===== src/rtl/pwrdn_rst_seq_pkg.sv =====
package pwrdn_rst_seq_pkg;

  typedef enum logic [1:0] {
    ST_INIT = 2'd0,
    ST_POST = 2'd1,
    ST_RUN  = 2'd2
  } seq_state_t;

  // Counter width needed to hold values up to cycles-1.
  function automatic int cnt_width(input int cycles);
    return (cycles > 2) ? $clog2(cycles) : 1;
  endfunction

  // Reload value: INIT spans 'cycles' cycles counting down to zero.
  function automatic int init_last(input int cycles);
    return cycles - 1;
  endfunction

endpackage


===== src/rtl/pwrdn_rst_seq_sync.sv =====
module pwrdn_rst_seq_sync #(
  parameter int STAGES = 2
) (
  input  logic clk,
  input  logic rst_n,
  input  logic din,
  output logic lvl,
  output logic lvl_prev,
  output logic fall
);

  logic [STAGES-1:0] chain;
  logic              prev_q;

  genvar i;
  generate
    for (i = 0; i < STAGES; i++) begin : g_stage
      if (i == 0) begin : g_first
        always_ff @(posedge clk or negedge rst_n) begin
          if (!rst_n) chain[0] <= 1'b0;
          else        chain[0] <= din;
        end
      end else begin : g_next
        always_ff @(posedge clk or negedge rst_n) begin
          if (!rst_n) chain[i] <= 1'b0;
          else        chain[i] <= chain[i-1];
        end
      end
    end
  endgenerate

  always_ff @(posedge clk or negedge rst_n) begin
    if (!rst_n) prev_q <= 1'b0;
    else        prev_q <= chain[STAGES-1];
  end

  assign lvl      = chain[STAGES-1];
  assign lvl_prev = prev_q;
  assign fall     = prev_q & ~chain[STAGES-1];

endmodule


===== src/rtl/pwrdn_rst_seq_timer.sv =====
module pwrdn_rst_seq_timer
  import pwrdn_rst_seq_pkg::*;
#(
  parameter int INIT_CYC = 1000
) (
  input  logic clk,
  input  logic rst_n,
  input  logic fall_evt,
  output logic core_rst,
  output logic post_evt,
  output logic done_evt
);

  localparam int CNT_W = cnt_width(INIT_CYC);
  localparam logic [CNT_W-1:0] LAST = CNT_W'(init_last(INIT_CYC));

  seq_state_t       state;
  logic [CNT_W-1:0] cnt;

  always_ff @(posedge clk or negedge rst_n) begin
    if (!rst_n) begin
      state <= ST_INIT;
      cnt   <= LAST;
    end else if (fall_evt) begin
      state <= ST_INIT;
      cnt   <= LAST;
    end else begin
      case (state)
        ST_INIT: begin
          if (cnt == '0) state <= ST_POST;
          else           cnt   <= cnt - 1'b1;
        end
        ST_POST: state <= ST_RUN;
        default: state <= ST_RUN;
      endcase
    end
  end

  assign core_rst = (state == ST_INIT);
  assign post_evt = (state == ST_POST);
  assign done_evt = (state == ST_INIT) && (cnt == '0);

endmodule


===== src/rtl/pwrdn_rst_seq_flags.sv =====
module pwrdn_rst_seq_flags #(
  parameter int ADDR_W    = 8,
  parameter int DATA_W    = 8,
  parameter int STAT_ADDR = 84
) (
  input  logic              clk,
  input  logic              rst_n,
  input  logic              core_rst,
  input  logic              post_evt,
  input  logic              valid,
  input  logic              sig_loss_raw,
  input  logic              wr_en,
  input  logic [ADDR_W-1:0] wr_addr,
  input  logic [DATA_W-1:0] wr_data,
  output logic              rc_flag,
  output logic              los_flag,
  output logic              irq_n
);

  localparam logic [ADDR_W-1:0] STAT_A = ADDR_W'(STAT_ADDR);

  logic hit, clr_rc, clr_los;

  assign hit     = wr_en && (wr_addr == STAT_A);
  assign clr_rc  = hit && wr_data[0];
  assign clr_los = hit && wr_data[1];

  always_ff @(posedge clk or negedge rst_n) begin
    if (!rst_n)        rc_flag <= 1'b0;
    else if (post_evt) rc_flag <= 1'b1;
    else if (clr_rc)   rc_flag <= 1'b0;
  end

  always_ff @(posedge clk or negedge rst_n) begin
    if (!rst_n)                     los_flag <= 1'b0;
    else if (core_rst)              los_flag <= 1'b0;
    else if (valid && sig_loss_raw) los_flag <= 1'b1;
    else if (clr_los)               los_flag <= 1'b0;
  end

  assign irq_n = ~(rc_flag | (los_flag & valid));

endmodule


===== src/rtl/pwrdn_rst_seq.sv =====
module pwrdn_rst_seq #(
  parameter int INIT_CYC    = 1000,
  parameter int SYNC_STAGES = 2,
  parameter int ADDR_W      = 8,
  parameter int DATA_W      = 8,
  parameter int STAT_ADDR   = 84
) (
  input  logic              clk,
  input  logic              rst_n,
  input  logic              pd_hold_in,
  input  logic              sig_loss_raw,
  input  logic              not_rdy_raw,
  input  logic              wr_en,
  input  logic [ADDR_W-1:0] wr_addr,
  input  logic [DATA_W-1:0] wr_data,
  output logic              low_pwr_en,
  output logic              core_rst,
  output logic              sig_loss_q,
  output logic              not_rdy_q,
  output logic              irq_n
);

  // Named internal events, visible to the bound checker.
  logic hold_lvl, hold_prev, fall_evt;
  logic post_evt, done_evt;
  logic valid;
  logic rc_flag, los_flag;

  pwrdn_rst_seq_sync #(.STAGES(SYNC_STAGES)) u_sync (
    .clk      (clk),
    .rst_n    (rst_n),
    .din      (pd_hold_in),
    .lvl      (hold_lvl),
    .lvl_prev (hold_prev),
    .fall     (fall_evt)
  );

  pwrdn_rst_seq_timer #(.INIT_CYC(INIT_CYC)) u_timer (
    .clk      (clk),
    .rst_n    (rst_n),
    .fall_evt (fall_evt),
    .core_rst (core_rst),
    .post_evt (post_evt),
    .done_evt (done_evt)
  );

  // Status is trusted only outside reset and after the hold has been low two samples.
  assign valid = ~core_rst & ~hold_lvl & ~hold_prev;

  pwrdn_rst_seq_flags #(
    .ADDR_W    (ADDR_W),
    .DATA_W    (DATA_W),
    .STAT_ADDR (STAT_ADDR)
  ) u_flags (
    .clk          (clk),
    .rst_n        (rst_n),
    .core_rst     (core_rst),
    .post_evt     (post_evt),
    .valid        (valid),
    .sig_loss_raw (sig_loss_raw),
    .wr_en        (wr_en),
    .wr_addr      (wr_addr),
    .wr_data      (wr_data),
    .rc_flag      (rc_flag),
    .los_flag     (los_flag),
    .irq_n        (irq_n)
  );

  assign low_pwr_en = hold_lvl;
  assign sig_loss_q = valid ? sig_loss_raw : 1'b1;
  assign not_rdy_q  = valid ? not_rdy_raw  : 1'b1;

endmodule


===== config.mk =====
export PLATFORM = sky130hd
export DESIGN_NAME = pwrdn_rst_seq
export DESIGN_NICKNAME = d
export VERILOG_FILES = /design/src/rtl/pwrdn_rst_seq_pkg.sv /design/src/rtl/pwrdn_rst_seq_sync.sv /design/src/rtl/pwrdn_rst_seq_timer.sv /design/src/rtl/pwrdn_rst_seq_flags.sv /design/src/rtl/pwrdn_rst_seq.sv
export SDC_FILE = /design/constraint.sdc
export NUM_CORES = 1
export LEC_CHECK = 0
export CAP_MARGIN = 20
export CORE_MARGIN = 4
export CORE_UTILIZATION = 48
export CTS_CLUSTER_SIZE = 16
export DETAILED_ROUTE_END_ITERATION = 10
export HOLD_SLACK_MARGIN = 0.05
export PLACE_DENSITY = 0.82
export SETUP_SLACK_MARGIN = 0.4
export SLEW_MARGIN = 20
export SYNTH_ARGS = -nofsm -noshare
export SYNTH_HDL_FRONTEND = slang
export SYNTH_SLANG_ARGS = --single-unit

===== constraint.sdc =====
create_clock -name clk -period 5 [get_ports clk]
set_input_delay 1 -clock clk [delete_from_list [all_inputs] [get_ports clk]]
set_output_delay 1 -clock clk [all_outputs]
set_load 0.01 [all_outputs]

Word-level counts from Yosys, hierarchy flattened
Cells that the tools add are included.
- bits in registers: 17
- bits in latches: 0
- bits in writable memories: 0
- bits in read-only memories: 0
- input bits: 22
- output and inout bits: 5
- memories kept: 0
- add/sub/neg operators: 1
- multipliers: 0
- divide/modulo/power cells: 0
- order comparisons: 0
- equality and inequality tests: 4
- shift-type cells: 0
- mux-type cells: 13
- bitwise operators: 9
- reduce and logical (&&, ||, !) cells: 10
- operators by type and width (kind ; number):
    2-to-1 mux 10 bit ; 3
    zero test 10 bit ; 1
    subtractor 10 x 1 -> 10 bit, second input constant ; 1
    == test 8 x 7 -> 1 bit, second input constant ; 1
    2-to-1 mux 1 bit ; 7
    2-to-1 mux 2 bit ; 3
    AND 1 bit ; 4
    logical AND 1 bit ; 4
    inverter 1 bit ; 4
    nonzero test 2 bit ; 2
    != test 3 x 1 -> 1 bit, second input constant ; 1
    nonzero test 3 bit ; 1
    == test 2 x 1 -> 1 bit, second input constant ; 1
    zero test 2 bit ; 1
    != test 2 bit, second input constant ; 1
    AND reduction 2 bit ; 1
    OR 1 bit ; 1

Depth between registers and ports, before layout
Gate-level depths: netlist (run 1).
- depth after elaboration: 7
- depth in mapped cells: 6
- mapped depth without buffers: 6

Cells and area by module
Synthesis (run 1) repeated with hierarchy kept, for this count alone.
- cell total of the unflattened synthesis: 98
- area, all modules: 970.9 um^2
- by module, submodules not included (module ; instances ; cells each ; area an instance (um^2)):
    pwrdn_rst_seq_timer ; 1 ; 79 ; 743.2
    pwrdn_rst_seq_flags ; 1 ; 12 ; 118.9
    pwrdn_rst_seq_sync ; 1 ; 4 ; 88.8
    pwrdn_rst_seq ; 1 ; 3 ; 20.0

Least setup slack after synthesis (run 1)
Ideal clock, no wire load.
- path type: flip-flop to output port
- from: register u_timer.state[1]
- to: output irq_n
- arrival: 1.246 ns
- data required time: 4.000 ns
- path slack: 2.754 ns
- stages on the path, launching flop included: 4
- buffers on the path: 0
- cells stage by stage: dfrtp_1 nor2_1 nor3_1 a21oi_1
- cells in the longest elaborated chain, start to end: 7
- ends and longest elaborated chain (what ; line ; source):
    start, declared ; pwrdn_rst_seq_timer.sv:17 ; seq_state_t state;
    start signal, assigned ; pwrdn_rst_seq_timer.sv:22 ; state <= ST_INIT;
    start signal, assigned ; pwrdn_rst_seq_timer.sv:25 ; state <= ST_INIT;
    start signal, assigned ; pwrdn_rst_seq_timer.sv:30 ; if (cnt == '0) state <= ST_POST;
    zero test 2 bit ; pwrdn_rst_seq_timer.sv:39 ; assign core_rst = (state == ST_INIT);
    via core_rst ; pwrdn_rst_seq.sv:17 ; output logic core_rst,
    inverter 1 bit ; pwrdn_rst_seq.sv:48 ; assign valid = ~core_rst & ~hold_lvl & ~hold_prev;
    AND 1 bit (2 in a row) ; pwrdn_rst_seq.sv:48 ;
    AND 1 bit ; pwrdn_rst_seq_flags.sv:41 ; assign irq_n = ~(rc_flag | (los_flag & valid));
    OR 1 bit ; pwrdn_rst_seq_flags.sv:41 ;
    inverter 1 bit ; pwrdn_rst_seq_flags.sv:41 ;
    end, declared ; pwrdn_rst_seq.sv:20 ; output logic irq_n
The timed path passes the listed nets, and every way through them passes these cells.

Final worst setup path (run 1)
- from: register u_timer.state[1]
- to: output irq_n
- cells in the longest elaborated chain, start to end: 7
- ends and longest elaborated chain (what ; line):
    zero test 2 bit ; pwrdn_rst_seq_timer.sv:39
    inverter 1 bit ; pwrdn_rst_seq.sv:48
    AND 1 bit (2 in a row) ; pwrdn_rst_seq.sv:48
    AND 1 bit ; pwrdn_rst_seq_flags.sv:41
    OR 1 bit ; pwrdn_rst_seq_flags.sv:41
    inverter 1 bit ; pwrdn_rst_seq_flags.sv:41
Every way passes these cells.

==> results of run 1 <==
## metal layers
| metal | vias to the layer above | share of wire [%] | wire length [um] |
|---|---|---|---|
| li1 | 334 | - | - |
| met1 | 339 | 41 | 699 |
| met2 | 11 | 55 | 947 |
| met3 | 2 | 3.2 | 55 |
| met4 | 0 | 0.70 | 12 |
| met5 | - | 0 | 0 |
## cells by family (layout without fill, tap and decap cells)
group | after synthesis | after routing | synth area share (%)
xor gates and xnor gates | 4 | 4 | 4.09
and+or+nand+nor | 33 | 33 | 22.8
DFF | 17 | 17 | 50.8
adders and majority gates | 1 | 1 | 1.46
AOI/OAI and AO/OA | 19 | 19 | 17.8
buffers and inverters | 5 | 28 | 3.07
## worst max-delay path, cell delays in order (launching register included)
cell and delay (ns):
dfrtp_1 0.43, nor2_1 0.46, nor3_1 0.19, a21oi_1 0.18
clkdlybuf4s50_1 0.56
## metrics by stage
step | cell area, um2 | total power [uW] | cells | utilization, % | setup WS, ns
after floorplan | 857 | 247 | 79 | - | 2.75
after global placement | 1080 | 274 | 123 | 63.1 | 1.89
after detailed placement | 1080 | 279 | 123 | 63.1 | 1.89
after CTS | 1100 | 352 | 127 | 64.7 | 1.87
after global routing | 1100 | 375 | 127 | 64.7 | 1.72
final | 1100 | 350 | 127 | 64.7 | 1.90
## final timing paths
kind	end	slack, ns	cells past startpoint	start
hold reg to reg	u_sync.lvl$_DFF_PN0_	0.37	0	u_sync.chain[0]$_DFF_PN0_
hold / removal	u_sync.lvl$_DFF_PN0_	0.37	0	u_sync.chain[0]$_DFF_PN0_
setup reg to reg	u_timer.cnt[8]$_DFFE_PN1P_	3.14	6	u_timer.cnt[0]$_DFFE_PN1P_
setup / recovery	irq_n	1.90	4	u_timer.state[1]$_DFFE_PN0P_
min in group asynchronous	u_flags.rc_flag$_DFFE_PN0P_	1.12	1	rst_n
max in group asynchronous	u_timer.cnt[4]$_DFFE_PN0P_	3.44	1	rst_n
## cell usage after synthesis, types with 2 or more instances
cell type	number	area, um2
nor2_1	5	18.8
inv_1	4	15.0
nor3_1	4	20.0
nand2_1	8	30.0
o211ai_1	3	22.5
nand2b_1	4	25.0
nor3b_1	2	15.0
a21oi_1	4	20.0
o21ai_0	3	15.0
dfstp_2	8	210
o31ai_1	2	15.0
xor2_1	3	26.3
dfrtp_1	9	225
## where the power goes
part,switching [uW],internal (uW)
sequential,25.0,170
clock,43.4,29.7
combinational,40.6,41.1
total,109,241
## flip-flops by register name (all words and copies together), names as in the netlist
signal / cells
u_flags.rc_flag: 1
u_flags.los_flag: 1
u_timer.cnt: 10
u_sync.lvl_prev: 1
u_sync.chain: 1
u_sync.lvl: 1
u_timer.state: 2
## final cells by class
cell class,instances,area [um2]
fill,138,603
sequential,17,435
multi-input combinational,57,395
timing repair buffer,20,200
tap,25,31.3
clock buffer,3,22.5
inverter,4,15.0
clock inverter,1,5.00
==> flow_summary.json, run 1 <==
{
  "gr-max-usage-layer": "met2",
  "first_pass_iters": 4,
  "start_util_pct": 50.2,
  "whs_ns": 0.368,
  "wirelength_mm": 1.71,
  "final_common_cell": "clkdlybuf4s50_1",
  "worstHoldPathType": "flop to flop",
  "syn2layout_area_growth_pct": 28.9,
  "grt_use_met2_pct": 28.0,
  "endpoint_kind": "output port",
  "status": "complete, no violations",
  "setup_viol": 0,
  "holdBufCountCts": 0,
  "num_antenna_cells": 0,
  "overflow": 0,
  "worstPathRequired_ns": 4.00,
  "drive_gt1_share_pct": 15.7,
  "ioPinCount": 27,
  "drt_iter0_drc": 19,
  "syn_inst": 79,
  "synth_cell_types": 33,
  "peakVddDrop_uv": 282,
  "numCtsBuffers": 3,
  "drv_cap": 0,
  "synth_nets": 102,
  "numClockSinks": 17,
  "cp-start-kind": "flop",
  "ant_nets": 0,
  "die_w_um": 50.3,
  "routedWlPerCell_um": 13.5,
  "skew_ns": 0.00201,
  "final_cell_mix": "20 x clkdlybuf4s50_1, 9 x dfrtp_1, 8 x nand2_1, 8 x dfstp_2, 5 x nor2_1",
  "grt_max_degree": 18,
  "clk_latency_ns": 0.29,
  "die_area_mm2": 0.00253,
  "path_max_fanout": 7,
  "core_mm2": 0.00171,
  "place.gp.congestion": 0.788,
  "clockBufferDepth": 2,
  "hpwl_mm": 1.36,
  "p_leak_uw": 0.000433,
  "cts.htree.levels": 1,
  "cts_root_buf": "clkbuf_4",
  "num_vias": 686,
  "synth_edf_count": 0,
  "cts_tree": "built",
  "grt_pass1_wl_mm": 3.00,
  "drv_slew": 0,
  "arrival_ns": 2.10,
  "met1_usage_pct": 18.8,
  "portBuffers": 20,
  "grt_pass1_vias": 685,
  "yosys_warnings": 0,
  "yosysSeqAreaShare_pct": 50.8,
  "ys_seq_elements": 17,
  "grtUsageMet3_pct": 1.78,
  "ys_async_sr_fraction_pct": 100,
  "die_h_um": 50.3,
  "grt_antenna_before_repair": 0,
  "rsz0062_at_grt": "false",
  "hold_viol_final": 0,
  "grt_use_total_pct": 15.4,
  "tns_ns": 0,
  "avgViaCountPerCell": 5.40,
  "slew-limit-headroom_pct": 53.0,
  "ys.flop_type": "dfrtp_1",
  "worstMarginPinSlew_ns": 0.698,
  "avgSynthCellArea_um2": 10.8,
  "layout_min_cycle_time_ns": 3.10,
  "cts-resized-gates": 0,
  "power.density_mw_per_mm2": 317,
  "netlist_area_um2": 857,
  "fmax_mhz": 322,
  "worstSetupPathType": "flop to output port",
  "path_clk_slew_ns": 0.10,
  "finalCritPeriodShare_pct": 62.1,
  "rows": 15,
  "cts_setup_buffers": 0,
  "nNetsFinal": 126,
  "drc": 0
}
Note: power is estimated with default switching activity, not from simulation.
==> inputs of run 2 (changes only) <==
--- a/config.mk
+++ b/config.mk
@@ -7,11 +7,11 @@
 export LEC_CHECK = 0
 export CAP_MARGIN = 20
 export CORE_MARGIN = 4
-export CORE_UTILIZATION = 48
+export CORE_UTILIZATION = 40
 export CTS_CLUSTER_SIZE = 16
 export DETAILED_ROUTE_END_ITERATION = 10
 export HOLD_SLACK_MARGIN = 0.05
-export PLACE_DENSITY = 0.82
+export PLACE_DENSITY = 0.73
 export SETUP_SLACK_MARGIN = 0.4
 export SLEW_MARGIN = 20
 export SYNTH_ARGS = -nofsm -noshare
==> constraint.sdc (replaced) <==
create_clock -name clk -period 2.78 [get_ports clk]
set_input_delay 0.556 -clock clk [delete_from_list [all_inputs] [get_ports clk]]
set_output_delay 0.556 -clock clk [all_outputs]
set_load 0.01 [all_outputs]
==> run 2 against run 1 <==
Hold slack hardly changed. Flip-flop and latch count unchanged. Global-route usage decreased by 1.8 points. Sequential share of layout area fell by 0.48 points. First-iteration DRC count is 21% higher. Via count shrank 1.5%. Non-clock buffer count is 1 higher. Die area rose by 17%. Core utilization down 8.8 points. Count of clock-buffer cells in the layout up 1. Design area is 1.2% higher. Sequential power up 82%.
==> flow_summary.json, run 2 (synthesis results as in run 1) <==
{
  "setup_viol": 0,
  "power.density_mw_per_mm2": 566,
  "hold_start": "u_sync.chain[0]$_DFF_PN0_",
  "cts_tree": "built",
  "clockBufferDepth": 2,
  "cts_root_buf": "clkbuf_4",
  "ioPinCount": 27,
  "status": "complete, no violations",
  "cts_setup_buffers": 0,
  "start_util_pct": 42.8,
  "drv_cap": 0,
  "holdPathStages": 0,
  "wirelength_mm": 1.77,
  "grt_pass1_vias": 664,
  "path_cells": "nor2_1 -> nor3_2 -> a21oi_1 -> clkdlybuf4s50_1",
  "final_common_cell": "clkdlybuf4s50_1",
  "num_vias": 676,
  "drive_gt1_share_pct": 16.5,
  "arrival_ns": 1.69,
  "tns_ns": 0,
  "peakVddDrop_uv": 337,
  "largestRegisters": "u_timer.cnt: 10 flops, u_timer.state: 2 flops",
  "path_clk_slew_ns": 0.09,
  "grt_antenna_before_repair": 0,
  "whs_endpoint": "u_sync.lvl$_DFF_PN0_",
  "routedWlPerCell_um": 13.6,
  "dp_slack_ns": 0.558,
  "drt_iter0_drc": 23,
  "ant_nets": 0,
  "overflow": 0,
  "final_cell_mix": "20 x clkdlybuf4s50_1, 9 x dfrtp_1, 8 x nand2_1, 8 x dfstp_2, 5 x nor2_1",
  "numCtsBuffers": 3,
  "worstMarginPinSlew_ns": 0.903,
  "drc": 0,
  "die_h_um": 54.3,
  "grt_max_degree": 18,
  "drv_slew": 0,
  "path_max_fanout": 5,
  "worstSetupPathType": "flop to output port",
  "avgViaCountPerCell": 5.20,
  "rsz0062_at_grt": "false",
  "core_mm2": 0.00200,
  "rows": 16,
  "grt_pass1_wl_mm": 2.84,
  "path_depth": 4,
  "clk_latency_ns": 0.28,
  "first_pass_iters": 4,
  "numClockSinks": 17,
  "holdBufCountCts": 0,
  "cts-resized-gates": 0,
  "die_w_um": 54.3,
  "largest_register_ffs": 10,
  "num_antenna_cells": 0,
  "place.gp.congestion": 0.842,
  "reg2reg_to": "u_timer.cnt[9]$_DFFE_PN1P_",
  "reg2reg_depth": 4,
  "portBuffers": 20,
  "cts.htree.levels": 1,
  "worstPathRequired_ns": 2.22,
  "syn2layout_area_growth_pct": 30.5,
  "hpwl_mm": 1.36,
  "largest-register": "u_timer.cnt",
  "die_area_mm2": 0.00295,
  "slowest_delay_ns": 0.56,
  "skew_ns": 0.00234,
  "p_leak_uw": 0.000435,
  "layout_min_cycle_time_ns": 2.24,
  "finalPower_uw": 633,
  "worstHoldPathType": "flop to flop",
  "finalCritPeriodShare_pct": 80.7,
  "slew-limit-headroom_pct": 39.2,
  "fin_ws_ns": 0.537,
  "slowest_stage": "clkdlybuf4s50_1",
  "hold_viol_final": 0,
  "grt_use_total_pct": 13.6,
  "endpoint_kind": "output port",
  "nNetsFinal": 127,
  "r2r_slack_ns": 0.88,
  "critical_path_buf_inv_count": 1,
  "critical-path-top-delay-family": "buffers and inverters",
  "cp-start-kind": "flop",
  "fmax_mhz": 446,
  "rr_startpoint": "u_timer.state[1]$_DFFE_PN0P_"
}
==> run 2: changes by cell type in the layout (fill, tap and decap cells not counted), sizes merged <==
cell and delta:
buf +1, clkbuf +1, clkinv -1
==> run 2: power breakdown <==
group          internal, uW  total (uW)  switching, uW  leakage [uW]
sequential              307         354           47.2      0.000197
clock                  55.7         129           73.5     0.0000150
combinational          73.9         150           76.2      0.000223
==> run 2: how the worst max path moves through the flow <==
stage / start / to / slack [ns]
final: u_timer.state[1]$_DFFE_PN0P_ / irq_n / 0.54
after global routing: u_timer.state[1]$_DFFE_PN0P_ / irq_n / 0.43
after CTS: u_timer.state[1]$_DFFE_PN0P_ / irq_n / 0.42
after detailed placement: sig_loss_raw / sig_loss_q / 0.56
after global placement: sig_loss_raw / sig_loss_q / 0.56
after floorplan: u_timer.state[1]$_DFFE_PN0P_ / irq_n / 0.98
==> run 2: final cells by class <==
class | count | area [um2]
Clock buffer | 4 | 26.3
Fill cell | 186 | 883
Inverter | 4 | 15.0
Multi-Input combinational cell | 57 | 400
Sequential cell | 17 | 435
Tap cell | 27 | 33.8
Timing Repair Buffer | 21 | 208
==> run 2: layer usage <==
layer  global-route usage [%]  share of wire, %  vias to the layer above
met4                     5.39               1.2                        0
met1                     15.6                44                      325
met5                        0                 0                        -
met2                     22.9                52                        9
met3                     4.90               2.8                        2
li1                         -                 -                      340
==> run 2: per-stage QoR <==
stage | area [um2] | hold WS, ns | instances | util, %
after floorplan | 857 | 0.260 | 79 | -
after global placement | 1090 | 0.334 | 126 | 54.3
after detailed placement | 1090 | 0.348 | 126 | 54.3
after CTS | 1110 | 0.371 | 130 | 55.6
after global routing | 1120 | 0.375 | 130 | 55.9
final | 1120 | 0.368 | 130 | 55.9
